**config.mk**
```make
export PLATFORM = sky130hd
export DESIGN_NAME = irq_vector_ctrl
export DESIGN_NICKNAME = d
export VERILOG_FILES = /design/src/rtl/ivc_pkg.sv /design/src/rtl/ivc_regs.sv /design/src/rtl/ivc_arb.sv /design/src/rtl/ivc_svc.sv /design/src/rtl/irq_vector_ctrl.sv
export SDC_FILE = /design/constraint.sdc
export NUM_CORES = 2
export LEC_CHECK = 0
export ABC_CLOCK_PERIOD_IN_PS = 6500
export CORE_UTILIZATION = 30
export DETAILED_ROUTE_END_ITERATION = 12
export PLACE_DENSITY_LB_ADDON = 0.25
export SLEW_MARGIN = 5
export SYNTH_ARGS = -nofsm -noshare
export SYNTH_HDL_FRONTEND = slang
export SYNTH_SLANG_ARGS = --single-unit
```
**constraint.sdc**
```tcl
create_clock -name clk -period 6.5 [get_ports clk]
set_input_delay 0.65 -clock clk [delete_from_list [all_inputs] [get_ports clk]]
set_output_delay 0.65 -clock clk [all_outputs]
set_load 0.005 [all_outputs]
```
**src/rtl/ivc_pkg.sv**
```systemverilog
package ivc_pkg;
  localparam int BUS_W   = 32;
  localparam int REG_AW  = 8;
  localparam int SLOT_EN_BIT = 5;

  localparam logic [REG_AW-1:0] A_RAW       = 8'h00;
  localparam logic [REG_AW-1:0] A_FAST_STAT = 8'h01;
  localparam logic [REG_AW-1:0] A_NORM_STAT = 8'h02;
  localparam logic [REG_AW-1:0] A_ENABLE    = 8'h03;
  localparam logic [REG_AW-1:0] A_CLASS     = 8'h04;
  localparam logic [REG_AW-1:0] A_VECTOR    = 8'h05;
  localparam logic [REG_AW-1:0] A_DEFAULT   = 8'h06;
  localparam logic [REG_AW-1:0] A_SLOT_ADDR = 8'h10;
  localparam logic [REG_AW-1:0] A_SLOT_CTRL = 8'h20;
endpackage

```
**src/rtl/ivc_regs.sv**
```systemverilog
module ivc_regs
  import ivc_pkg::*;
#(
  parameter int NUM_SRC  = 32,
  parameter int NUM_SLOT = 16,
  parameter int SRC_W    = $clog2(NUM_SRC)
) (
  input  logic                clk,
  input  logic                rst_n,
  input  logic                wr_stb,
  input  logic [REG_AW-1:0]   addr,
  input  logic [BUS_W-1:0]    wdata,
  output logic [NUM_SRC-1:0]  src_en_o,
  output logic [NUM_SRC-1:0]  src_fast_o,
  output logic [BUS_W-1:0]    dflt_addr_o,
  output logic [BUS_W-1:0]    slot_addr_o [NUM_SLOT],
  output logic [SRC_W-1:0]    slot_src_o  [NUM_SLOT],
  output logic [NUM_SLOT-1:0] slot_en_o
);
  logic [NUM_SRC-1:0]  en_q,   en_d;
  logic [NUM_SRC-1:0]  fast_q, fast_d;
  logic [BUS_W-1:0]    dflt_q, dflt_d;
  logic [BUS_W-1:0]    saddr_q [NUM_SLOT];
  logic [BUS_W-1:0]    saddr_d [NUM_SLOT];
  logic [SRC_W-1:0]    ssrc_q  [NUM_SLOT];
  logic [SRC_W-1:0]    ssrc_d  [NUM_SLOT];
  logic [NUM_SLOT-1:0] sen_q,  sen_d;

  // next-state: decode one write per cycle
  always_comb begin
    en_d    = en_q;
    fast_d  = fast_q;
    dflt_d  = dflt_q;
    saddr_d = saddr_q;
    ssrc_d  = ssrc_q;
    sen_d   = sen_q;
    if (wr_stb) begin
      case (addr)
        A_ENABLE:  en_d   = wdata[NUM_SRC-1:0];
        A_CLASS:   fast_d = wdata[NUM_SRC-1:0];
        A_DEFAULT: dflt_d = wdata;
        default: ;
      endcase
      for (int k = 0; k < NUM_SLOT; k++) begin
        if (addr == A_SLOT_ADDR + REG_AW'(k)) saddr_d[k] = wdata;
        if (addr == A_SLOT_CTRL + REG_AW'(k)) begin
          ssrc_d[k] = wdata[SRC_W-1:0];
          sen_d[k]  = wdata[SLOT_EN_BIT];
        end
      end
    end
  end

  always_ff @(posedge clk or negedge rst_n) begin
    if (!rst_n) begin
      en_q   <= '0;
      fast_q <= '0;
      dflt_q <= '0;
      sen_q  <= '0;
      for (int k = 0; k < NUM_SLOT; k++) begin
        saddr_q[k] <= '0;
        ssrc_q[k]  <= '0;
      end
    end else if (wr_stb) begin
      en_q    <= en_d;
      fast_q  <= fast_d;
      dflt_q  <= dflt_d;
      saddr_q <= saddr_d;
      ssrc_q  <= ssrc_d;
      sen_q   <= sen_d;
    end
  end

  assign src_en_o    = en_q;
  assign src_fast_o  = fast_q;
  assign dflt_addr_o = dflt_q;
  assign slot_addr_o = saddr_q;
  assign slot_src_o  = ssrc_q;
  assign slot_en_o   = sen_q;
endmodule

```
**src/rtl/ivc_arb.sv**
```systemverilog
module ivc_arb
  import ivc_pkg::*;
#(
  parameter int NUM_SRC  = 32,
  parameter int NUM_SLOT = 16,
  parameter int SRC_W    = $clog2(NUM_SRC),
  parameter int WIN_W    = $clog2(NUM_SLOT + 2)
) (
  input  logic [NUM_SRC-1:0]  norm_req,
  input  logic [BUS_W-1:0]    slot_addr [NUM_SLOT],
  input  logic [SRC_W-1:0]    slot_src  [NUM_SLOT],
  input  logic [NUM_SLOT-1:0] slot_en,
  input  logic [BUS_W-1:0]    dflt_addr,
  input  logic [NUM_SLOT:0]   in_svc,
  output logic                grant_valid,
  output logic [WIN_W-1:0]    grant_idx,
  output logic [BUS_W-1:0]    vec_addr
);
  // entry NUM_SLOT stands for the unclaimed (default) request
  logic [NUM_SLOT:0]  cand;
  logic [NUM_SRC-1:0] claimed;
  logic [WIN_W-1:0]   win, ceil_idx;
  logic [BUS_W-1:0]   win_addr;

  for (genvar k = 0; k < NUM_SLOT; k++) begin : g_hit
    assign cand[k] = slot_en[k] & norm_req[slot_src[k]];
  end

  always_comb begin
    claimed = '0;
    for (int k = 0; k < NUM_SLOT; k++)
      if (slot_en[k]) claimed[slot_src[k]] = 1'b1;
  end
  assign cand[NUM_SLOT] = |(norm_req & ~claimed);

  // lowest index wins
  always_comb begin
    win = WIN_W'(NUM_SLOT);
    for (int i = NUM_SLOT; i >= 0; i--)
      if (cand[i]) win = WIN_W'(i);
  end

  // best in-service entry sets the ceiling
  always_comb begin
    ceil_idx = WIN_W'(NUM_SLOT + 1);
    for (int i = NUM_SLOT; i >= 0; i--)
      if (in_svc[i]) ceil_idx = WIN_W'(i);
  end

  always_comb begin
    win_addr = dflt_addr;
    for (int k = 0; k < NUM_SLOT; k++)
      if (win == WIN_W'(k)) win_addr = slot_addr[k];
  end

  assign grant_valid = (|cand) && (win < ceil_idx);
  assign grant_idx   = win;
  assign vec_addr    = grant_valid ? win_addr : dflt_addr;
endmodule

```
**src/rtl/ivc_svc.sv**
```systemverilog
module ivc_svc #(
  parameter int NUM_SLOT = 16,
  parameter int WIN_W    = $clog2(NUM_SLOT + 2)
) (
  input  logic              clk,
  input  logic              rst_n,
  input  logic              ack,
  input  logic [WIN_W-1:0]  ack_idx,
  input  logic              eos,
  output logic [NUM_SLOT:0] in_svc
);
  logic [NUM_SLOT:0] svc_q, svc_d;
  logic              svc_ce;

  assign svc_ce = ack | eos;

  always_comb begin
    svc_d = svc_q;
    if (ack) begin
      for (int i = 0; i <= NUM_SLOT; i++)
        if (ack_idx == WIN_W'(i)) svc_d[i] = 1'b1;
    end else if (eos) begin
      svc_d = svc_q & (svc_q - 1'b1);  // drop lowest set bit
    end
  end

  always_ff @(posedge clk or negedge rst_n) begin
    if (!rst_n)      svc_q <= '0;
    else if (svc_ce) svc_q <= svc_d;
  end

  assign in_svc = svc_q;
endmodule

```
**src/rtl/irq_vector_ctrl.sv**
```systemverilog
module irq_vector_ctrl
  import ivc_pkg::*;
#(
  parameter int NUM_SRC  = 32,
  parameter int NUM_SLOT = 16
) (
  input  logic               clk,
  input  logic               rst_n,
  input  logic [NUM_SRC-1:0] irq_src_i,
  input  logic               bus_sel,
  input  logic               bus_wr,
  input  logic [REG_AW-1:0]  bus_addr,
  input  logic [BUS_W-1:0]   bus_wdata,
  output logic [BUS_W-1:0]   bus_rdata,
  output logic               fiq_o,
  output logic               irq_o
);
  localparam int SRC_W = $clog2(NUM_SRC);
  localparam int WIN_W = $clog2(NUM_SLOT + 2);

  logic [NUM_SRC-1:0]  src_en, src_fast, fast_masked, norm_masked;
  logic [BUS_W-1:0]    dflt_addr, vec_addr;
  logic [BUS_W-1:0]    slot_addr [NUM_SLOT];
  logic [SRC_W-1:0]    slot_src  [NUM_SLOT];
  logic [NUM_SLOT-1:0] slot_en;
  logic [NUM_SLOT:0]   in_svc;
  logic                grant_valid, ack, eos, wr_stb, vec_rd;
  logic [WIN_W-1:0]    grant_idx;
  logic                fiq_q, fiq_d, irq_q, irq_d;

  assign wr_stb = bus_sel & bus_wr;
  assign vec_rd = bus_sel & ~bus_wr & (bus_addr == A_VECTOR);
  assign eos    = wr_stb & (bus_addr == A_VECTOR);
  assign ack    = vec_rd & grant_valid;

  assign fast_masked = irq_src_i & src_en & src_fast;
  assign norm_masked = irq_src_i & src_en & ~src_fast;

  ivc_regs #(.NUM_SRC(NUM_SRC), .NUM_SLOT(NUM_SLOT), .SRC_W(SRC_W)) u_regs (
    .clk(clk), .rst_n(rst_n), .wr_stb(wr_stb), .addr(bus_addr), .wdata(bus_wdata),
    .src_en_o(src_en), .src_fast_o(src_fast), .dflt_addr_o(dflt_addr),
    .slot_addr_o(slot_addr), .slot_src_o(slot_src), .slot_en_o(slot_en)
  );

  ivc_arb #(.NUM_SRC(NUM_SRC), .NUM_SLOT(NUM_SLOT), .SRC_W(SRC_W), .WIN_W(WIN_W)) u_arb (
    .norm_req(norm_masked), .slot_addr(slot_addr), .slot_src(slot_src),
    .slot_en(slot_en), .dflt_addr(dflt_addr), .in_svc(in_svc),
    .grant_valid(grant_valid), .grant_idx(grant_idx), .vec_addr(vec_addr)
  );

  ivc_svc #(.NUM_SLOT(NUM_SLOT), .WIN_W(WIN_W)) u_svc (
    .clk(clk), .rst_n(rst_n), .ack(ack), .ack_idx(grant_idx), .eos(eos), .in_svc(in_svc)
  );

  // output line registers
  assign fiq_d = |fast_masked;
  assign irq_d = grant_valid;

  always_ff @(posedge clk or negedge rst_n) begin
    if (!rst_n) begin
      fiq_q <= 1'b0;
      irq_q <= 1'b0;
    end else begin
      fiq_q <= fiq_d;
      irq_q <= irq_d;
    end
  end

  assign fiq_o = fiq_q;
  assign irq_o = irq_q;

  // read mux
  always_comb begin
    bus_rdata = '0;
    case (bus_addr)
      A_RAW:       bus_rdata[NUM_SRC-1:0] = irq_src_i;
      A_FAST_STAT: bus_rdata[NUM_SRC-1:0] = fast_masked;
      A_NORM_STAT: bus_rdata[NUM_SRC-1:0] = norm_masked;
      A_ENABLE:    bus_rdata[NUM_SRC-1:0] = src_en;
      A_CLASS:     bus_rdata[NUM_SRC-1:0] = src_fast;
      A_VECTOR:    bus_rdata = vec_addr;
      A_DEFAULT:   bus_rdata = dflt_addr;
      default: ;
    endcase
    for (int k = 0; k < NUM_SLOT; k++) begin
      if (bus_addr == A_SLOT_ADDR + REG_AW'(k)) bus_rdata = slot_addr[k];
      if (bus_addr == A_SLOT_CTRL + REG_AW'(k)) begin
        bus_rdata[SRC_W-1:0]   = slot_src[k];
        bus_rdata[SLOT_EN_BIT] = slot_en[k];
      end
    end
  end
endmodule

```
==> impl_results.md <==
* Status: finished with violations
* Failing checks: negative setup slack
* Most common cell after layout, fill and taps aside: buf_4
* Yosys cell types at 111
* TritonCTS clock tree: done
* Final hold violations at 0
* Largest net degree at the start of global routing at 173
* Max Cap Viol at 0
* Setup slack after layout at -0.382 ns
* Antenna violations before repair at 40
* Vias per inst at 6.73
* Area contributors post-synth: dfrtp_1 (36%), mux2_2 (16%), o22ai_1 (3.9%), mux4_2 (3.6%), nand2_1 (3.2%)
* Ys async rst share at 100%
* Hold Path End: u_regs.slot_addr_o[456]
* CTS Buffer Depth at 3
* Critical path cell sequence: and3b_2 -> buf_4 -> a211oi_4 -> nand2_1 -> a41o_1 -> and3_1 -> nor4_1 -> a221oi_2 -> o21ai_4 -> inv_4 -> ha_1 -> and4_1 -> a221o_1 -> a211oi_4 -> buf_6 -> buf_6 -> o21bai_4 -> a221o_1 -> a311o_1 -> o211ai_1 -> a21oi_2 -> buf_2
* Slew Limit Headroom at 8.09%
* Final wirelength at 365,000 um
* Fmax achieved at 145 MHz
* Mapped Cells at 5,345
* Core area at 166,000 um2
* Register area share after synthesis at 36.0%
* Dpl hpwl at 285,000 um
* Synth top area share at 36.0%
* Largest delay share family, worst path: compound AO/OA/AOI/OAI gates
* Reg2reg start: u_regs.src_en_o[22]
* CP Class: reg -> out
* Worst path slowest cell: a221o_1
* Number of global-route vias before repair at 54,307
* Power Density at 184 nW/um2
* I/O pin total at 110
* 1st-iter DRT viols at 8,234
* Clock Sinks at 723
* HP Start: u_regs.slot_addr_o[456]
* Maximum vdd drop at 0.211 mV
* Clock skew at 0.0666 ns
* Setup-failing EPs final at 31
* R2R cell count at 24
* Worst Path Required at 5.85 ns
* Total GRT Usage at 42.1%
* Die width at 411 um
* First-pass GRT wire length at 487,000 um
* Slew Limit Fails at 0
* Worst Setup End Kind: output pin
* # H-tree levels at 3
* Reg-to-reg slack, setup at 0.99 ns
* Syn_area_per_cell at 9.40 um2
* CP startpoint kind: register
* Overall die area at 169,000 um2
* Period utilisation layout at 106%
* Initial Util at 30.4%
* Leak pwr at 29.2 nW
* TritonCTS Buffers at 89
* Clock root cell: clkbuf_16
* Worst EP arrival at 6.23 ns
* Vias at 56,739
* WHS at 0.528 ns
* Synthesized Nets at 5,425
* Cell Rows at 149
* WHS Path Cells at 1
* Nets at 6,234
* Layout Utilization at 39.7%
* Area Growth Syn to Fin at 30.8%
* Yosys warnings at 0
* DR pass1 iterations at 6
* FF+latch count, synth at 723
* DRT antenna net count at 0
* Area leader, netlist: dfrtp_1
* Worst skew pair latency at 0.75 ns
* Dpl ws at -1.61 ns
* CP max FO at 7
* Die span in y at 411 um
* Period minus WS final at 6.88 ns
* Critical R2R Capture: u_svc.in_svc[5]
* Hold WC Path Type: reg -> reg
* Post-Syn Area at 50,300 um2
* RePlAce Congestion at 1.07
* CP bufs+invs at 5
* Most used flip-flop cell after synthesis: dfrtp_1
* CP peak stage delay at 0.48 ns
* Fraction of layout cells with a size suffix above 1 at 38.0%
* RSZ-0062 raised after global routing: yes
* Number of fill cells at 16,737
* DRC Markers at 0
* Most frequent cells in the layout: buf_4 (1,031), mux2_2 (715), dfrtp_1 (713)
* Grt ovf at 0
* Drt wl/cell at 43.3 um
* Post-synth EDFFs at 0
* Clk slew on worst S/H paths at 0.06 ns
* Slew @ Worst Pin at 1.37 ns
* PortBufs at 109
## cell usage after synthesis, drive strengths merged (81+ instances only)
cell type	number
o22ai	316
nor3	100
mux4	81
nand2	435
o21ai	328
a21oi	200
clkbuf	363
a22oi	81
mux2	720
buf	171
nand3	121
dfrtp	723
nor2	388
## layer usage
layer	global-route usage [%]	vias up	share of wire [%]
met3	10.7	1105	10
li1	-	22252	-
met5	0	-	0.027
met4	28.4	14	8.1
met1	53.1	29268	39
met2	63.1	4100	43
## power breakdown
part | leakage, nW | total [mW] | switching [mW] | internal (mW)
logic | 17.7 | 1.82 | 1.17 | 0.643
clock network | 1.55 | 5.49 | 2.31 | 3.18
registers | 9.94 | 4.78 | 0.154 | 4.62
## cell families after synthesis
family | Yosys count | synth area share [%]
and+or+nand+nor | 1628 | 17.2
AOI/OAI and AO/OA | 1533 | 20.8
muxes | 877 | 21.3
DFF | 723 | 36.0
buffers and inverters | 580 | 4.65
adders and majority gates | 4 | 0.0996
## state kept, by name, summed over array words and instances, names as in the netlist
signal	count
u_regs.src_fast_o	32
u_svc.in_svc	17
u_regs.src_en_o	32
u_regs.slot_en_o	16
u_regs.slot_addr_o	512
u_regs.slot_src_o	80
u_regs.dflt_addr_o	32
fiq_o	1
irq_o	1
## timing repair
action	in CTS	in global routing
endpoints found under the setup margin	32	32
resized for setup	338	22
pin swaps	86	9
buffers inserted	44	1
gates cloned	2	0
endpoints found under the hold margin	48	0
hold buffers	1	0
## through the flow
| stage | instances | power, mW | instance area [um2] | setup TNS [ns] |
|---|---|---|---|---|
| floorplan | 5345 | 5.44 | 50300 | 0 |
| global placement | 8215 | 6.54 | 61400 | -33.30 |
| detailed placement | 8215 | 6.53 | 61400 | -35.45 |
| CTS | 8417 | 12.0 | 65600 | -6.15 |
| global route | 8419 | 12.3 | 65700 | -8.32 |
| finish | 8434 | 12.1 | 65700 | -6.75 |
## how the worst max path moves through the flow
stage	startpoint	end	slack, ns	depth (start not counted)
global route	u_regs.src_fast_o[22]	bus_rdata[20]	-0.44	25
finish	u_regs.src_en_o[22]	bus_rdata[7]	-0.38	22
detailed placement	irq_src_i[20]	bus_rdata[14]	-1.61	24
global placement	irq_src_i[20]	bus_rdata[14]	-1.53	24
floorplan	irq_src_i[17]	bus_rdata[4]	0.70	22
CTS	u_regs.src_fast_o[22]	bus_rdata[7]	-0.35	21
## area by class of cell
cell class	instances	area [um2]	area share, %
timing repair buffer	1252	10700	16.3
clock inverter	40	618	0.940
antenna	17	42.5	0.0647
sequential	723	18100	27.5
clock buffer	125	2550	3.88
tap	2189	2740	4.17
multi-input combinational	4042	30800	46.8
inverter	46	175	0.266
No activity file was read; power rests on OpenSTA's default activity.
